`config.mk`:
```
export PLATFORM = sky130hd
export DESIGN_NAME = evq_writer
export DESIGN_NICKNAME = d
export VERILOG_FILES = /design/src/rtl/evq_pkg.sv /design/src/rtl/evq_geom.sv /design/src/rtl/evq_format.sv /design/src/rtl/evq_advance.sv /design/src/rtl/evq_ctrl.sv /design/src/rtl/evq_writer.sv
export SDC_FILE = /design/constraint.sdc
export NUM_CORES = 1
export LEC_CHECK = 0
export BUFFER_PORTS_ARGS = -buffer_cell sky130_fd_sc_hd__buf_2
export CORE_UTILIZATION = 55
export CTS_BUF_LIST = sky130_fd_sc_hd__clkbuf_4
export CTS_CLUSTER_DIAMETER = 40
export DETAILED_ROUTE_END_ITERATION = 16
export PLACE_DENSITY = 0.83
export SYNTH_ARGS = -nofsm -noshare
export SYNTH_HDL_FRONTEND = slang
export SYNTH_SLANG_ARGS = --single-unit
```
`constraint.sdc`:
```
create_clock -name clk -period 1.9 [get_ports clk]
set_input_delay 0.475 -clock clk [delete_from_list [all_inputs] [get_ports clk]]
set_output_delay 0.475 -clock clk [all_outputs]
set_load 0.01 [all_outputs]
```
`src/rtl/evq_pkg.sv`:
```
package evq_pkg;
    localparam int BASE_HI_W = 28;
    localparam int BASE_LO_W = 32;
    localparam int ADDR_W    = BASE_HI_W + BASE_LO_W;
    localparam int WORD_W    = 32;
    localparam int EVT_W     = WORD_W - 1;
    localparam int LOG_MIN   = 10;

    typedef enum logic [1:0] {
        ST_IDLE  = 2'd0,
        ST_WRITE = 2'd1,
        ST_RESP  = 2'd2
    } evq_state_e;
endpackage

```
`src/rtl/evq_geom.sv`:
```
module evq_geom #(
    parameter int SIZE_W        = 4,
    parameter int MAX_SIZE_CODE = 6,
    parameter int IDX_W         = MAX_SIZE_CODE + evq_pkg::LOG_MIN
) (
    input  logic [SIZE_W-1:0] size_code,
    output logic [IDX_W-1:0]  idx_mask
);
    logic [SIZE_W-1:0] eff_code;

    // codes beyond the supported range use the largest queue
    assign eff_code = (size_code > SIZE_W'(MAX_SIZE_CODE)) ? SIZE_W'(MAX_SIZE_CODE) : size_code;

    for (genvar i = 0; i < IDX_W; i++) begin : g_mask
        assign idx_mask[i] = (int'(eff_code) + evq_pkg::LOG_MIN) > i;
    end
endmodule

```
`src/rtl/evq_format.sv`:
```
module evq_format #(
    parameter int IDX_W = 16
) (
    input  logic [evq_pkg::BASE_HI_W-1:0] base_hi,
    input  logic [evq_pkg::BASE_LO_W-1:0] base_lo,
    input  logic [IDX_W-1:0]              idx_cur,
    input  logic                          gen,
    input  logic [evq_pkg::EVT_W-1:0]     data,
    output logic [evq_pkg::ADDR_W-1:0]    addr,
    output logic [evq_pkg::WORD_W-1:0]    bus_word
);
    localparam int PAD_W  = evq_pkg::ADDR_W - IDX_W - 2;
    localparam int BYTES  = evq_pkg::WORD_W / 8;

    logic [evq_pkg::WORD_W-1:0] word;

    assign addr = {base_hi, base_lo} + {{PAD_W{1'b0}}, idx_cur, 2'b00};
    assign word = {gen, data};

    // most significant byte goes to the lowest byte lane
    for (genvar b = 0; b < BYTES; b++) begin : g_swap
        assign bus_word[8*b +: 8] = word[8*(BYTES-1-b) +: 8];
    end
endmodule

```
`src/rtl/evq_advance.sv`:
```
module evq_advance #(
    parameter int IDX_W = 16
) (
    input  logic [IDX_W-1:0] idx_cur,
    input  logic [IDX_W-1:0] idx_mask,
    input  logic             gen_in,
    output logic [IDX_W-1:0] idx_next,
    output logic             gen_next
);
    logic [IDX_W-1:0] inc;

    assign inc      = idx_cur + IDX_W'(1);
    assign idx_next = inc & idx_mask;
    assign gen_next = gen_in ^ (idx_next == '0);
endmodule

```
`src/rtl/evq_ctrl.sv`:
```
module evq_ctrl
    import evq_pkg::*;
(
    input  logic                clk,
    input  logic                rst_n,
    input  logic                req_valid,
    input  logic [ADDR_W-1:0]   acc_addr,
    input  logic [WORD_W-1:0]   acc_wdata,
    input  logic [WORD_W-1:0]   acc_ctrl_ok,
    input  logic [WORD_W-1:0]   acc_ctrl_orig,
    output logic                busy,
    output logic                mem_wr_valid,
    input  logic                mem_wr_ready,
    output logic [ADDR_W-1:0]   mem_wr_addr,
    output logic [WORD_W-1:0]   mem_wr_data,
    input  logic                mem_rsp_valid,
    input  logic                mem_rsp_err,
    output logic                done_valid,
    output logic                done_err,
    output logic [WORD_W-1:0]   done_ctrl
);
    typedef struct packed {
        evq_state_e        state;
        logic [ADDR_W-1:0] addr;
        logic [WORD_W-1:0] wdata;
        logic [WORD_W-1:0] ctrl_ok;
        logic [WORD_W-1:0] ctrl_orig;
        logic              done_valid;
        logic              done_err;
        logic [WORD_W-1:0] done_ctrl;
    } ctrl_regs_t;

    ctrl_regs_t st_d, st_q;

    always_comb begin
        st_d            = st_q;
        st_d.done_valid = 1'b0;
        case (st_q.state)
            ST_IDLE: begin
                if (req_valid) begin
                    st_d.state     = ST_WRITE;
                    st_d.addr      = acc_addr;
                    st_d.wdata     = acc_wdata;
                    st_d.ctrl_ok   = acc_ctrl_ok;
                    st_d.ctrl_orig = acc_ctrl_orig;
                end
            end
            ST_WRITE: begin
                if (mem_wr_ready) begin
                    st_d.state = ST_RESP;
                end
            end
            ST_RESP: begin
                if (mem_rsp_valid) begin
                    st_d.state      = ST_IDLE;
                    st_d.done_valid = 1'b1;
                    st_d.done_err   = mem_rsp_err;
                    // a failed write leaves index and generation untouched
                    st_d.done_ctrl  = mem_rsp_err ? st_q.ctrl_orig : st_q.ctrl_ok;
                end
            end
            default: st_d.state = ST_IDLE;
        endcase
    end

    always_ff @(posedge clk or negedge rst_n) begin
        if (!rst_n) begin
            st_q <= '0;
        end else begin
            st_q <= st_d;
        end
    end

    assign busy         = (st_q.state != ST_IDLE);
    assign mem_wr_valid = (st_q.state == ST_WRITE);
    assign mem_wr_addr  = st_q.addr;
    assign mem_wr_data  = st_q.wdata;
    assign done_valid   = st_q.done_valid;
    assign done_err     = st_q.done_err;
    assign done_ctrl    = st_q.done_ctrl;
endmodule

```
`src/rtl/evq_writer.sv`:
```
module evq_writer
    import evq_pkg::*;
#(
    parameter int SIZE_W        = 4,
    parameter int MAX_SIZE_CODE = 6
) (
    input  logic                 clk,
    input  logic                 rst_n,
    input  logic                 req_valid,
    input  logic [EVT_W-1:0]     req_data,
    input  logic [SIZE_W-1:0]    req_size,
    input  logic [BASE_HI_W-1:0] req_base_hi,
    input  logic [BASE_LO_W-1:0] req_base_lo,
    input  logic [WORD_W-1:0]    req_ctrl,
    output logic                 busy,
    output logic                 mem_wr_valid,
    input  logic                 mem_wr_ready,
    output logic [ADDR_W-1:0]    mem_wr_addr,
    output logic [WORD_W-1:0]    mem_wr_data,
    input  logic                 mem_rsp_valid,
    input  logic                 mem_rsp_err,
    output logic                 done_valid,
    output logic                 done_err,
    output logic [WORD_W-1:0]    done_ctrl
);
    localparam int IDX_W = MAX_SIZE_CODE + LOG_MIN;

    logic [IDX_W-1:0]  idx_mask;
    logic [IDX_W-1:0]  idx_cur;
    logic [IDX_W-1:0]  idx_next;
    logic              gen_next;
    logic [ADDR_W-1:0] slot_addr;
    logic [WORD_W-1:0] slot_word;
    logic [WORD_W-1:0] ctrl_ok;

    evq_geom #(
        .SIZE_W        (SIZE_W),
        .MAX_SIZE_CODE (MAX_SIZE_CODE),
        .IDX_W         (IDX_W)
    ) u_geom (
        .size_code (req_size),
        .idx_mask  (idx_mask)
    );

    assign idx_cur = req_ctrl[IDX_W-1:0] & idx_mask;

    evq_format #(
        .IDX_W (IDX_W)
    ) u_format (
        .base_hi  (req_base_hi),
        .base_lo  (req_base_lo),
        .idx_cur  (idx_cur),
        .gen      (req_ctrl[WORD_W-1]),
        .data     (req_data),
        .addr     (slot_addr),
        .bus_word (slot_word)
    );

    evq_advance #(
        .IDX_W (IDX_W)
    ) u_advance (
        .idx_cur  (idx_cur),
        .idx_mask (idx_mask),
        .gen_in   (req_ctrl[WORD_W-1]),
        .idx_next (idx_next),
        .gen_next (gen_next)
    );

    assign ctrl_ok = {gen_next, req_ctrl[WORD_W-2:IDX_W], idx_next};

    evq_ctrl u_ctrl (
        .clk           (clk),
        .rst_n         (rst_n),
        .req_valid     (req_valid),
        .acc_addr      (slot_addr),
        .acc_wdata     (slot_word),
        .acc_ctrl_ok   (ctrl_ok),
        .acc_ctrl_orig (req_ctrl),
        .busy          (busy),
        .mem_wr_valid  (mem_wr_valid),
        .mem_wr_ready  (mem_wr_ready),
        .mem_wr_addr   (mem_wr_addr),
        .mem_wr_data   (mem_wr_data),
        .mem_rsp_valid (mem_rsp_valid),
        .mem_rsp_err   (mem_rsp_err),
        .done_valid    (done_valid),
        .done_err      (done_err),
        .done_ctrl     (done_ctrl)
    );
endmodule

```
Word-level counts from Yosys, hierarchy flattened
Index checks and enable logic that the tools add are counted.

Add/subtract/negate cells: 3. Div/mod/pow operators: 0. Equality and inequality tests: 5. Bitwise operators: 3. $mul: 0. Order comparisons: 17. Reduce and logical (&&, ||, !) cells: 6. Shift operators: 0. Mux-type cells: 8.

Operator list (count): greater-than comparator 32 x 5 -> 1 bit, second input constant (8); two-way mux 158 bit (1); greater-than comparator 32 x 4 -> 1 bit, second input constant (4); two-way mux 34 bit (2); greater-than comparator 32 x 3 -> 1 bit, second input constant (2); adder 60 x 18 -> 60 bit (1); AND 16 bit (2); greater-than comparator 32 x 1 -> 1 bit, second input constant (1); greater-than comparator 32 x 2 -> 1 bit, second input constant (1); two-way mux 32 bit (1); adder 16 x 1 -> 16 bit, second input constant (1); logical NOT 16 bit (1); one-hot mux 2 bit (3 select lines) (1); adder 4 x 4 -> 5 bit, second input constant (1); greater-than comparator 4 x 3 -> 1 bit, second input constant (1); two-way mux 2 bit (2); two-way mux 4 bit (1); != test 2 bit, second input constant (2); AND reduction 2 bit (2); AND reduction 3 bit (1); == test 2 x 1 -> 1 bit, second input constant (1); == test 2 bit, second input constant (1); logical NOT 2 bit (1); != test 2 x 1 -> 1 bit, second input constant (1); other kinds (2) (2).

Register bits: 192. Word-level logic and storage cells: 50. Bits in latches: 0. Output and inout port bits: 128. Memories: 0. Bits of input ports: 133. Memory bits (read-only): 0. RAM bits: 0.

Longest topological paths before layout
Gate-level depths: netlist of the first run.

Depth after elaboration: 11. Gate-level depth with buffers: 19. Depth with buffers taken out: 18.

Modules after synthesis
Synthesis of the first run repeated with hierarchy kept, for this count alone.

Cells, all modules: 987. Area, all modules: 11646.2 µm².

By module, submodules not included: evq_ctrl (cells each 570, sequential area each 4804.6 µm², instances 1, area an instance 8660.8 µm²); evq_format (cells each 297, sequential area each 0.0 µm², instances 1, area an instance 2170.8 µm²); evq_advance (cells each 66, sequential area each 0.0 µm², instances 1, area an instance 454.2 µm²); evq_geom (cells each 38, sequential area each 0.0 µm², instances 1, area an instance 260.2 µm²); evq_writer (cells each 16, sequential area each 0.0 µm², instances 1, area an instance 100.1 µm²).

Worst setup path after synthesis of the first run
No wires, ideal clock.

Kind: in2reg. Start point: input req_size[1]. End point: register u_ctrl.st_q, in the netlist u_ctrl.mem_wr_addr[41]. Data arrival time: 4.029 ns. Stages: 15. Setup slack: -2.262 ns. Path buffers: 2. Data required time: 1.767 ns. Cell sequence: or2_2 -> ha_1 -> clkbuf_8 -> or4_2 -> a21oi_1 -> and2b_2 -> ha_1 -> and4_1 -> and2_1 -> nand2_1 -> o21a_1 -> clkbuf_1 -> nor4b_1 -> xnor2_1 -> o21ai_0.

Cells in the longest elaborated chain, start to end: 6. Elaborated cells between the ends (all ways): 21. Those cells by class: add/sub: 2; order compare: 17; mux: 1; bitwise: 1.

Ends and longest elaborated chain: start: declaration (line evq_writer.sv:11) `input logic [SIZE_W-1:0] req_size,`; greater-than comparator 4 x 3 -> 1 bit (line evq_geom.sv:12) `assign eff_code = (size_code > SIZE_W'(MAX_SIZE_CODE)) ? SIZE_W'(MAX_SIZE_CODE) : size_code;`; two-way mux 4 bit * (line evq_geom.sv:12); adder 4 x 4 -> 5 bit * (line evq_geom.sv:15) `assign idx_mask[i] = (int'(eff_code) + evq_pkg::LOG_MIN) > i;`; greater-than comparator 32 x 1 -> 1 bit, or another cell as far along (line evq_geom.sv:15); AND 16 bit * (line evq_writer.sv:45) `assign idx_cur = req_ctrl[IDX_W-1:0] & idx_mask;`; adder 60 x 18 -> 60 bit * (line evq_format.sv:17) `assign addr = {base_hi, base_lo} + {{PAD_W{1'b0}}, idx_cur, 2'b00};`; end signal: assignment (line evq_ctrl.sv:70) `st_q <= st_d;`; end: declaration (line evq_ctrl.sv:33) `ctrl_regs_t st_d, st_q;`.

Every way passes the cells marked *; elsewhere a longest branch is shown, timed or not. A chain may end at the register's enable or synchronous reset.

Worst setup path after layout of the first run
Start point: input req_size[3]. End point: register u_ctrl.st_q, in the netlist u_ctrl.mem_wr_addr[36].

The elaborated chain is that of the path after synthesis.

==> flow_summary.yaml, run 1 <==
placed_design:
  gp_congestion: 0.9237
  dp_hpwl_mm: 19.85
  io_buffer_count: 260
synthesis:
  ys_ff_latch: 176
  yosysWarnings: 0
  synth_cell_types: 73
  synthArstFlopShare_pct: 100.0
  synthTopCellsByCount: "nand2_1, dfrtp_1, buf_4"
  synth_top_area_cell: "dfrtp_1"
  syn_inst: 1147
  syn_nets: 1301
  ys_seq_area_share_pct: 44.17
  synth_edf_count: 0
  synth.area.top_cells: "dfrtp_1, nand2_1, buf_4"
  synth_top_area_share_pct: 44.17
  synthesis.area_sq_um: 9971
  avgSynthCellArea_sq_um: 8.693
  ys.flop_type: "dfrtp_1"
  yosysMostFrequentCell: "nand2_1"
status:
  status: "finished with violations"
  violations: "setup timing"
floorplan:
  design.core.area_sq_um: 17480
  fp-row-count: 48
  die_y_um: 136.6
  dieArea_sq_um: 18670
  initial_core_util_pct: 57.05
  ioPinCount: 261
  die_x_um: 136.6
cts:
  cts_max_path_buffers: 2
  numCtsBuffers: 17
  cts_tree: "built"
  clkSinkCount: 176
  h-tree-depth: 4
  insertion_delay_ns: 0.60
  cts_root_buffer: "clkbuf_4"
  path_clk_slew_ns: 0.17
route:
  wire_per_inst_um: 17.87
  vias: 9463
  drt_first_pass_iters: 5
  drt_iter0_drc: 666
  ant_nets: 0
  drt-total-wl_mm: 30.79
  drc: 0
  vias_per_cell: 5.492
grt:
  grt_pass1_vias: 9008
  gr-usage-met1_pct: 37.77
  grtUsageMet2_pct: 52.17
  grt.total_usage_pct: 30.83
  grt_pass1_wl_mm: 44.44
  overflow: 0
  top_usage_layer: "met2"
  grt_max_degree: 51
  grt_antenna_before_repair: 3
  grt_use_met3_pct: 7.037
timing:
  fin_hold_ws_ns: 0.05720
  worstMarginPinSlew_ns: 0.4743
  fin_ws_ns: -1.495
  finClkSkew_ns: 0.02907
  grt_setup_unrepaired: "yes"
  period_needed_ns: 3.395
  drv_slew: 0
  hold_viol: 0
  relSlewSlack_pct: 68.05
  fmax_mhz: 294.6
  setup_viol: 70
  finalCritPeriodShare_pct: 178.7
setup_path:
  startpoint: "req_size[3]"
  crit_required_ns: 2.42
  worst_setup_path_start_kind: "input pin"
  cp.arrival_ns: 3.91
  r2r-start: "u_ctrl.st_q[191]"
  ff2ff_setup_slack_ns: 0.27
  critPathKind: "in2reg"
  critical_path.max_fanout: 8
  crit_path_end_kind: "flop"
power:
  power_frac_seq_pct: 41.6
  p_comb_share_pct: 44.8
  power.leakage_nw: 7.101
  p_sw_mw: 6.399
  p_int_mw: 9.113
  irDropWorstVdd_uv: 649.4
  pwr_density_cell_nw_per_um2: 1137
  swShare_pct: 41.25
  p_total_mw: 15.51
  clock_power_share_pct: 13.6
cells_and_area:
  nets: 1636
  syn2layout_area_growth_pct: 36.83
  drive_gt1_share_pct: 43.95
  multi_input_area_sq_um: 5234
  num-fill-cells: 1121
  regArea_sq_um: 4404
hold_path:
  hold_path.class: "in2reg"
  min-delay-start: "req_ctrl[25]"
job:
  drv_cap: 0
## critical path, cell delays in order
cell and delay [ns]:
buf_8 0.11, or2_4 0.26, ha_4 0.26, nand4_1 0.14
nor2_2 0.08, nor2b_2 0.16, ha_2 0.24, inv_2 0.05
fa_2 0.36, inv_2 0.06, a21o_1 0.11, maj3_2 0.22
a211oi_4 0.08, o31a_1 0.34, o21ai_4 0.29, clkbuf_16 0.24
nand3_2 0.09, xor2_1 0.14, o21ai_0 0.21
## sequential cells by signal, indices dropped and copies added (netlist names)
register            cells
u_ctrl.mem_wr_addr     60
u_ctrl.st_q            50
u_ctrl.mem_wr_data     32
u_ctrl.done_ctrl       32
u_ctrl.done_valid       1
u_ctrl.done_err         1
## final cells by class
cell class                 instances  area share (%)
multi-input combinational        784           38.36
timing repair buffer             488           24.83
sequential                       176           32.28
clock inverter                    15           1.064
antenna                            3         0.05503
clock buffer                      17          0.9354
inverter                          15          0.4127
tap                              225           2.063
## layout by cell type (no fill, tap or decap), types with 8 or more instances in the layout
master / synthesis / routed
xor2_1: 37 / 31
a21o_1: 9 / 9
nand4_1: 18 / 18
inv_1: 14 / 11
mux2i_1: 19 / 17
nor2_1: 18 / 12
dfrtp_1: 176 / 176
nand2_1: 355 / 352
a21oi_1: 18 / 9
clkbuf_4: 0 / 17
o21ai_1: 3 / 62
xnor2_2: 0 / 8
xnor2_1: 29 / 20
buf_12: 0 / 9
nand3_2: 1 / 10
buf_2: 2 / 255
nand3_1: 34 / 21
and3_1: 16 / 14
buf_6: 1 / 47
buf_4: 124 / 171
ha_1: 20 / 13
o21ai_0: 95 / 28
## power by group through the flow
stage	Sequential (mW)	Combinational (mW)	Clock, mW
final	6.45	6.94	2.11
after global routing	6.65	7.66	2.30
after CTS	6.42	6.59	2.13
after floorplan	6.27	5.15	0
after global placement	6.42	5.93	0
after detailed placement	6.50	6.16	0
## logic make-up (layout without fill, tap and decap cells)
kind of cell,count (synthesis),count (layout),share of synthesized area [%]
XOR/XNOR,66,66,5.797
AND/OR/NAND/NOR,510,510,22.74
buffers and inverters,187,535,12.08
AO/OA/AOI/OAI,157,157,9.349
flip-flops,176,176,44.17
multiplexers,27,27,2.849
adder cells (fa/ha/maj),24,24,3.012
other,0,3,0
## timing repair
item	CTS	global route
hold endpoints to repair	33	0
setup buffers	51	17
pin swaps	76	80
cloned	1	2
hold buffers	1	0
setup endpoints to repair	71	74
resized for setup	119	76
## final timing paths
check                                         end  cells past startpoint
max                        u_ctrl.mem_wr_addr[36]                     19
min                               u_ctrl.st_q[91]                      3
max reg2reg                u_ctrl.mem_wr_data[18]                      5
min reg2reg                  u_ctrl.done_ctrl[29]                      2
max in group asynchronous   u_ctrl.mem_wr_data[5]                      3
min in group asynchronous   u_ctrl.mem_wr_addr[7]                      2
## per-stage QoR
step	cells	utilization [%]	setup slack, ns	setup TNS, ns	cell area [sq um]
after floorplan	1147	-	-1.794	-100.95	10250
after global placement	1631	69.07	-1.876	-110.63	12070
after detailed placement	1631	69.07	-1.931	-114.90	12070
after CTS	1713	75.62	-1.196	-65.11	13220
after global routing	1722	78.05	-1.559	-84.25	13640
final	1723	78.06	-1.495	-79.82	13640
## layer usage
| metal | share of wire [%] | vias up |
|---|---|---|
| met1 | 39 | 4469 |
| li1 | - | 4344 |
| met2 | 49 | 516 |
| met4 | 4.6 | 2 |
| met3 | 7.9 | 132 |
| met5 | 0.042 | - |
Power figures use the tool's default switching activity.
==> run 2: changes to the inputs <==
- RECOVER_POWER: unset -> 25
- SETUP_SLACK_MARGIN: unset -> 0.4
==> run 2 against run 1 <==
Net effect:
- the run still ends with setup timing left
- die area unchanged
- flip-flop and latch count unchanged
- clock skew decreased by 0.0030 ns
- register-to-register slack got worse by 0.07 ns
- critical endpoint is now u_ctrl.mem_wr_addr[40]
- clock power about the same
- largest cell class unchanged
- sequential share of layout area decreased by 2.6 points
==> flow_summary.yaml, run 2 (same netlist as run 1, synthesis figures left out) <==
setup_path:
  worst_setup_path_start_kind: "input pin"
  critPathKind: "in2reg"
  crit_required_ns: 2.38
  crit_path_end_kind: "flop"
  critical_path.max_fanout: 5
  cp.arrival_ns: 3.88
cells_and_area:
  regArea_sq_um: 4404
  final_common_cell: "nand2_1"
  syn2layout_area_growth_pct: 48.65
  final_cell_mix: "nand2_1, buf_4, buf_2, dfrtp_1, buf_6"
  nets: 1716
  largest_reg_flops: 60
  drive_gt1_share_pct: 49.27
  multi_input_area_sq_um: 5529
  num-fill-cells: 875
  design_area_sq_um: 14820
grt:
  grt.total_usage_pct: 30.96
  grt_pass1_vias: 9080
  grt_pass1_wl_mm: 44.66
  grt_antenna_before_repair: 2
  grt_max_degree: 48
  overflow: 0
cts:
  insertion_delay_ns: 0.58
  cts_tree: "built"
  cts_root_buffer: "clkbuf_4"
  cts_max_path_buffers: 2
  numCtsBuffers: 17
  path_clk_slew_ns: 0.16
  h-tree-depth: 4
  clkSinkCount: 176
placed_design:
  dpl-instance-area_sq_um: 12120
  place_ws_ns: -2.099
  gp_congestion: 0.9691
  io_buffer_count: 260
  dp_hpwl_mm: 19.90
status:
  status: "finished with violations"
  violations: "setup timing"
timing:
  fmax_mhz: 294.0
  fin_ws_ns: -1.501
  finClkSkew_ns: 0.02607
  setup_viol: 72
  finalCritPeriodShare_pct: 179.0
  worstMarginPinSlew_ns: 1.079
  hold_viol: 0
  grt_setup_unrepaired: "yes"
  period_needed_ns: 3.401
  fin_hold_ws_ns: 0.07536
  drv_slew: 0
  relSlewSlack_pct: 28.10
hold_path:
  hold_path.class: "in2reg"
route:
  drt-total-wl_mm: 35.59
  ant_nets: 0
  wire_per_inst_um: 19.74
  drt_iter0_drc: 793
  drc: 0
  vias: 10220
  vias_per_cell: 5.671
  drt_first_pass_iters: 7
job:
  drv_cap: 0
power:
  power.leakage_nw: 7.665
  pwr_density_cell_nw_per_um2: 1214
  irDropWorstVdd_uv: 971.8
  p_total_mw: 17.99
floorplan:
  dieArea_sq_um: 18670
  design.core.area_sq_um: 17480
  die_y_um: 136.6
  fp-row-count: 48
  initial_core_util_pct: 57.05
  die_x_um: 136.6
  ioPinCount: 261
run 2: cell types whose count changed in the layout (fill, tap and decap cells not counted), moves of 9 or more:
cell / previous run / this run
nand2_1: 352 / 334
buf_2: 255 / 222
o21ai_1: 62 / 71
nand2_2: 1 / 12
buf_6: 47 / 83
buf_4: 171 / 237
o21ai_0: 28 / 11
run 2: final timing paths:
path	slack (ns)	cells after the start	to	startpoint
max in group asynchronous	0.13	3	u_ctrl.mem_wr_data[24]	rst_n
min in group asynchronous	0.56	2	u_ctrl.mem_wr_addr[10]	rst_n
min reg2reg	0.49	2	u_ctrl.mem_wr_data[1]	u_ctrl.mem_wr_data[1]
min	0.08	3	u_ctrl.mem_wr_addr[1]	req_base_lo[1]
max	-1.50	19	u_ctrl.mem_wr_addr[40]	req_size[1]
max reg2reg	0.20	7	u_ctrl.done_ctrl[15]	u_ctrl.st_q[190]
run 2: final cells by class:
cell class	count	area share (%)
antenna	3	0.05065
sequential	176	29.71
multi-input combinational	786	37.30
clock buffer	18	0.9117
clock inverter	14	0.8779
inverter	15	0.4305
timing repair buffer	566	28.81
tap	225	1.899
run 2: power by group:
group	switching [mW]	internal (mW)	total [mW]
clock	1.44	0.683	2.13
combinational	4.75	4.47	9.22
sequential	1.15	5.50	6.65
run 2: worst max-delay path, cell delays in order:
cell and delay (ns):
buf_6 0.09, or2_4 0.27, ha_4 0.24, buf_4 0.13, buf_4 0.14, o21ai_0 0.33
and2_1 0.26, ha_1 0.27, buf_4 0.14, a21o_1 0.14, a21o_1 0.17, a21oi_1 0.33
o21ai_2 0.16, nand2_2 0.10, o21ai_4 0.09, buf_6 0.15, nand4_1 0.08, xor2_1 0.19
o21ai_1 0.11
run 2: routing by layer:
layer	part of all wire, %	GRT usage (%)	wire length (um)	vias up
li1	-	-	-	4514
met1	36	37.43	12660	4823
met2	50	52.31	17700	682
met3	8.8	7.222	3115	203
met4	5.9	14.14	2094	2
met5	0.045	0	16	-
run 2: stage by stage:
| stage | utilization (%) | TNS, ns | std cells |
|---|---|---|---|
| detailed placement | 69.37 | -118.40 | 1633 |
| CTS | 77.87 | -66.80 | 1729 |
| global route | 84.78 | -89.50 | 1801 |
| finish | 84.81 | -78.29 | 1803 |
| floorplan | - | -100.74 | 1147 |
| global placement | 69.37 | -113.92 | 1633 |
run 2: repair_timing:
| action | in CTS | in global routing |
|---|---|---|
| endpoints found under the hold margin | 35 | 0 |
| resized for setup | 169 | 150 |
| hold buffers | 1 | 0 |
| pin swaps | 109 | 80 |
| endpoints found under the setup margin | 234 | 273 |
| buffers inserted | 61 | 65 |
| cloned | 2 | 6 |
==> run 3: changes to the inputs <==
- ABC_CLOCK_PERIOD_IN_PS: unset -> 3300
- clock period: 1.9 -> 3.3 ns (I/O delays scaled with it)
==> run 3 against run 2 <==
Net effect:
- the flow finishes with violations (capacitance limit, slew limit, setup timing)
- non-clock buffer count decreased by 160
- final cell count is 9.1% lower
- die area unchanged
- core utilization down 13 points
- first-iteration DRC count is 28% lower
- global-route usage is 2.8 points lower
- cell area fell by 15%
- count of clock-buffer cells in the layout shrank 1
- via count is 14% lower
- clock skew decreased by 0.0096 ns
- highest routed layer unchanged
==> flow_summary.yaml, run 3 (same netlist as run 1, synthesis figures left out) <==
status:
  status: "finished with violations"
  violations: "capacitance limit, slew limit, setup timing"
power:
  power.leakage_nw: 6.534
  p_total_mw: 8.479
  pwr_density_cell_nw_per_um2: 672.5
  irDropWorstVdd_uv: 1266
floorplan:
  dieArea_sq_um: 18670
  die_y_um: 136.6
  ioPinCount: 261
  design.core.area_sq_um: 17480
  fp-row-count: 48
  die_x_um: 136.6
  initial_core_util_pct: 57.05
setup_path:
  critical_path.max_fanout: 10
  crit_required_ns: 3.75
  cp_cell_sequence: "buf_6 > or2_4 > ha_4 > buf_4 > a21oi_1 > a21oi_1 > nand2b_1 > inv_1 > ha_1 > buf_4 > a21oi_1 > o21ai_1 > a21oi_4 > o21a_4 > buf_12 > nor4_2 > xnor2_1 > o21ai_0"
  crit_path_end_kind: "flop"
  cpMostUsedCell: "a21oi_1"
  max_stage_delay_ns: 0.31
  critPathKind: "in2reg"
  slowest_stage: "ha_1"
  worst_setup_path_start_kind: "input pin"
  cp.arrival_ns: 4.06
placed_design:
  gp_congestion: 0.9487
  dp_hpwl_mm: 18.11
  io_buffer_count: 260
  place_ws_ns: -1.013
  dpl-instance-area_sq_um: 11550
grt:
  grt_max_degree: 199
  grt.total_usage_pct: 28.19
  grt_pass1_wl_mm: 40.43
  grt_antenna_before_repair: 2
  grt_pass1_vias: 7957
  overflow: 0
timing:
  relSlewSlack_pct: -10.35
  worstMarginPinSlew_ns: 1.655
  drv_slew: 63
  grt_setup_unrepaired: "yes"
  period_needed_ns: 3.611
  fin_ws_ns: -0.3106
  hold_viol: 0
  finalCritPeriodShare_pct: 109.4
  fmax_mhz: 277.0
  setup_viol: 49
  finClkSkew_ns: 0.01646
cells_and_area:
  regArea_sq_um: 4404
  fin_util_pct: 72.14
  syn2layout_area_growth_pct: 26.44
  design_area_sq_um: 12610
  drive_gt1_share_pct: 39.35
  largest_reg_flops: 60
  num-fill-cells: 1265
  nets: 1554
  final_cell_mix: "nand2_1, buf_2, dfrtp_1, buf_4, o21ai_0"
  final_common_cell: "nand2_1"
  multi_input_area_sq_um: 4969
route:
  wire_per_inst_um: 16.74
  drt_iter0_drc: 568
  drc: 0
  vias: 8799
  drt-total-wl_mm: 27.44
  vias_per_cell: 5.369
  ant_nets: 0
  drt_first_pass_iters: 7
hold_path:
  hold_path.class: "in2reg"
cts:
  cts_tree: "built"
  h-tree-depth: 4
  numCtsBuffers: 17
  path_clk_slew_ns: 0.17
  clkSinkCount: 176
  insertion_delay_ns: 0.58
  cts_max_path_buffers: 2
  cts_root_buffer: "clkbuf_4"
job:
  drv_cap: 1
## run 3: path summary, 6_finish.rpt
| kind | start | endpoint | slack, ns | depth (start not counted) |
|---|---|---|---|---|
| worst max-delay path | req_size[1] | u_ctrl.mem_wr_addr[49] | -0.31 | 18 |
| max in group asynchronous | rst_n | u_ctrl.mem_wr_data[1] | 0.48 | 2 |
| worst min register to register | u_ctrl.mem_wr_data[24] | u_ctrl.mem_wr_data[24] | 0.49 | 2 |
| min in group asynchronous | rst_n | u_ctrl.st_q[79] | 0.52 | 1 |
| worst min-delay path | req_ctrl[23] | u_ctrl.st_q[89] | 0.41 | 3 |
| worst max register to register | u_ctrl.st_q[191] | u_ctrl.mem_wr_addr[49] | 1.12 | 4 |
## run 3: timing repair
action	in CTS	in global routing
hold buffers	0	0
gates resized for setup	60	52
cloned	1	1
setup buffers	20	13
endpoints found under the setup margin	56	62
pin swaps	49	49
## run 3: cell type report
class | count | area share [%]
Timing Repair Buffer | 406 | 20.57
Tap cell | 225 | 2.233
Clock inverter | 15 | 1.370
Antenna cell | 1 | 0.01985
Clock buffer | 17 | 1.012
Inverter | 15 | 0.4466
Multi-Input combinational cell | 784 | 39.41
Sequential cell | 176 | 34.93
## run 3: layer usage
layer | GRT usage, % | vias to the layer above | wire (um)
met2 | 44.08 | 368 | 13020
li1 | - | 4185 | -
met3 | 6.481 | 76 | 1950
met5 | 0 | - | 12
met1 | 38.22 | 4168 | 11590
met4 | 10.37 | 2 | 868
## run 3: through the flow
stage / TNS [ns] / hold slack (ns) / std cells
after floorplan: -32.87 / 0.4380 / 1147
after global placement: -42.24 / 0.4428 / 1571
after detailed placement: -46.36 / 0.4559 / 1571
after CTS: -5.702 / 0.1611 / 1624
after global routing: -13.58 / 0.3666 / 1639
final: -9.978 / 0.4134 / 1639
## run 3: worst max-delay path: cells and delay by family
kind,cells,cell delay (ns)
compound gates,7,1.28
fa+ha+maj,2,0.60
simple gates,3,0.51
buf+inv,5,0.65
xor+xnor,1,0.18
## run 3: report_power, final
group	total (mW)	internal [mW]	switching (mW)
Combinational	3.52	1.44	2.08
Sequential	3.69	3.16	0.529
Clock	1.27	0.411	0.859
Total	8.48	5.01	3.47
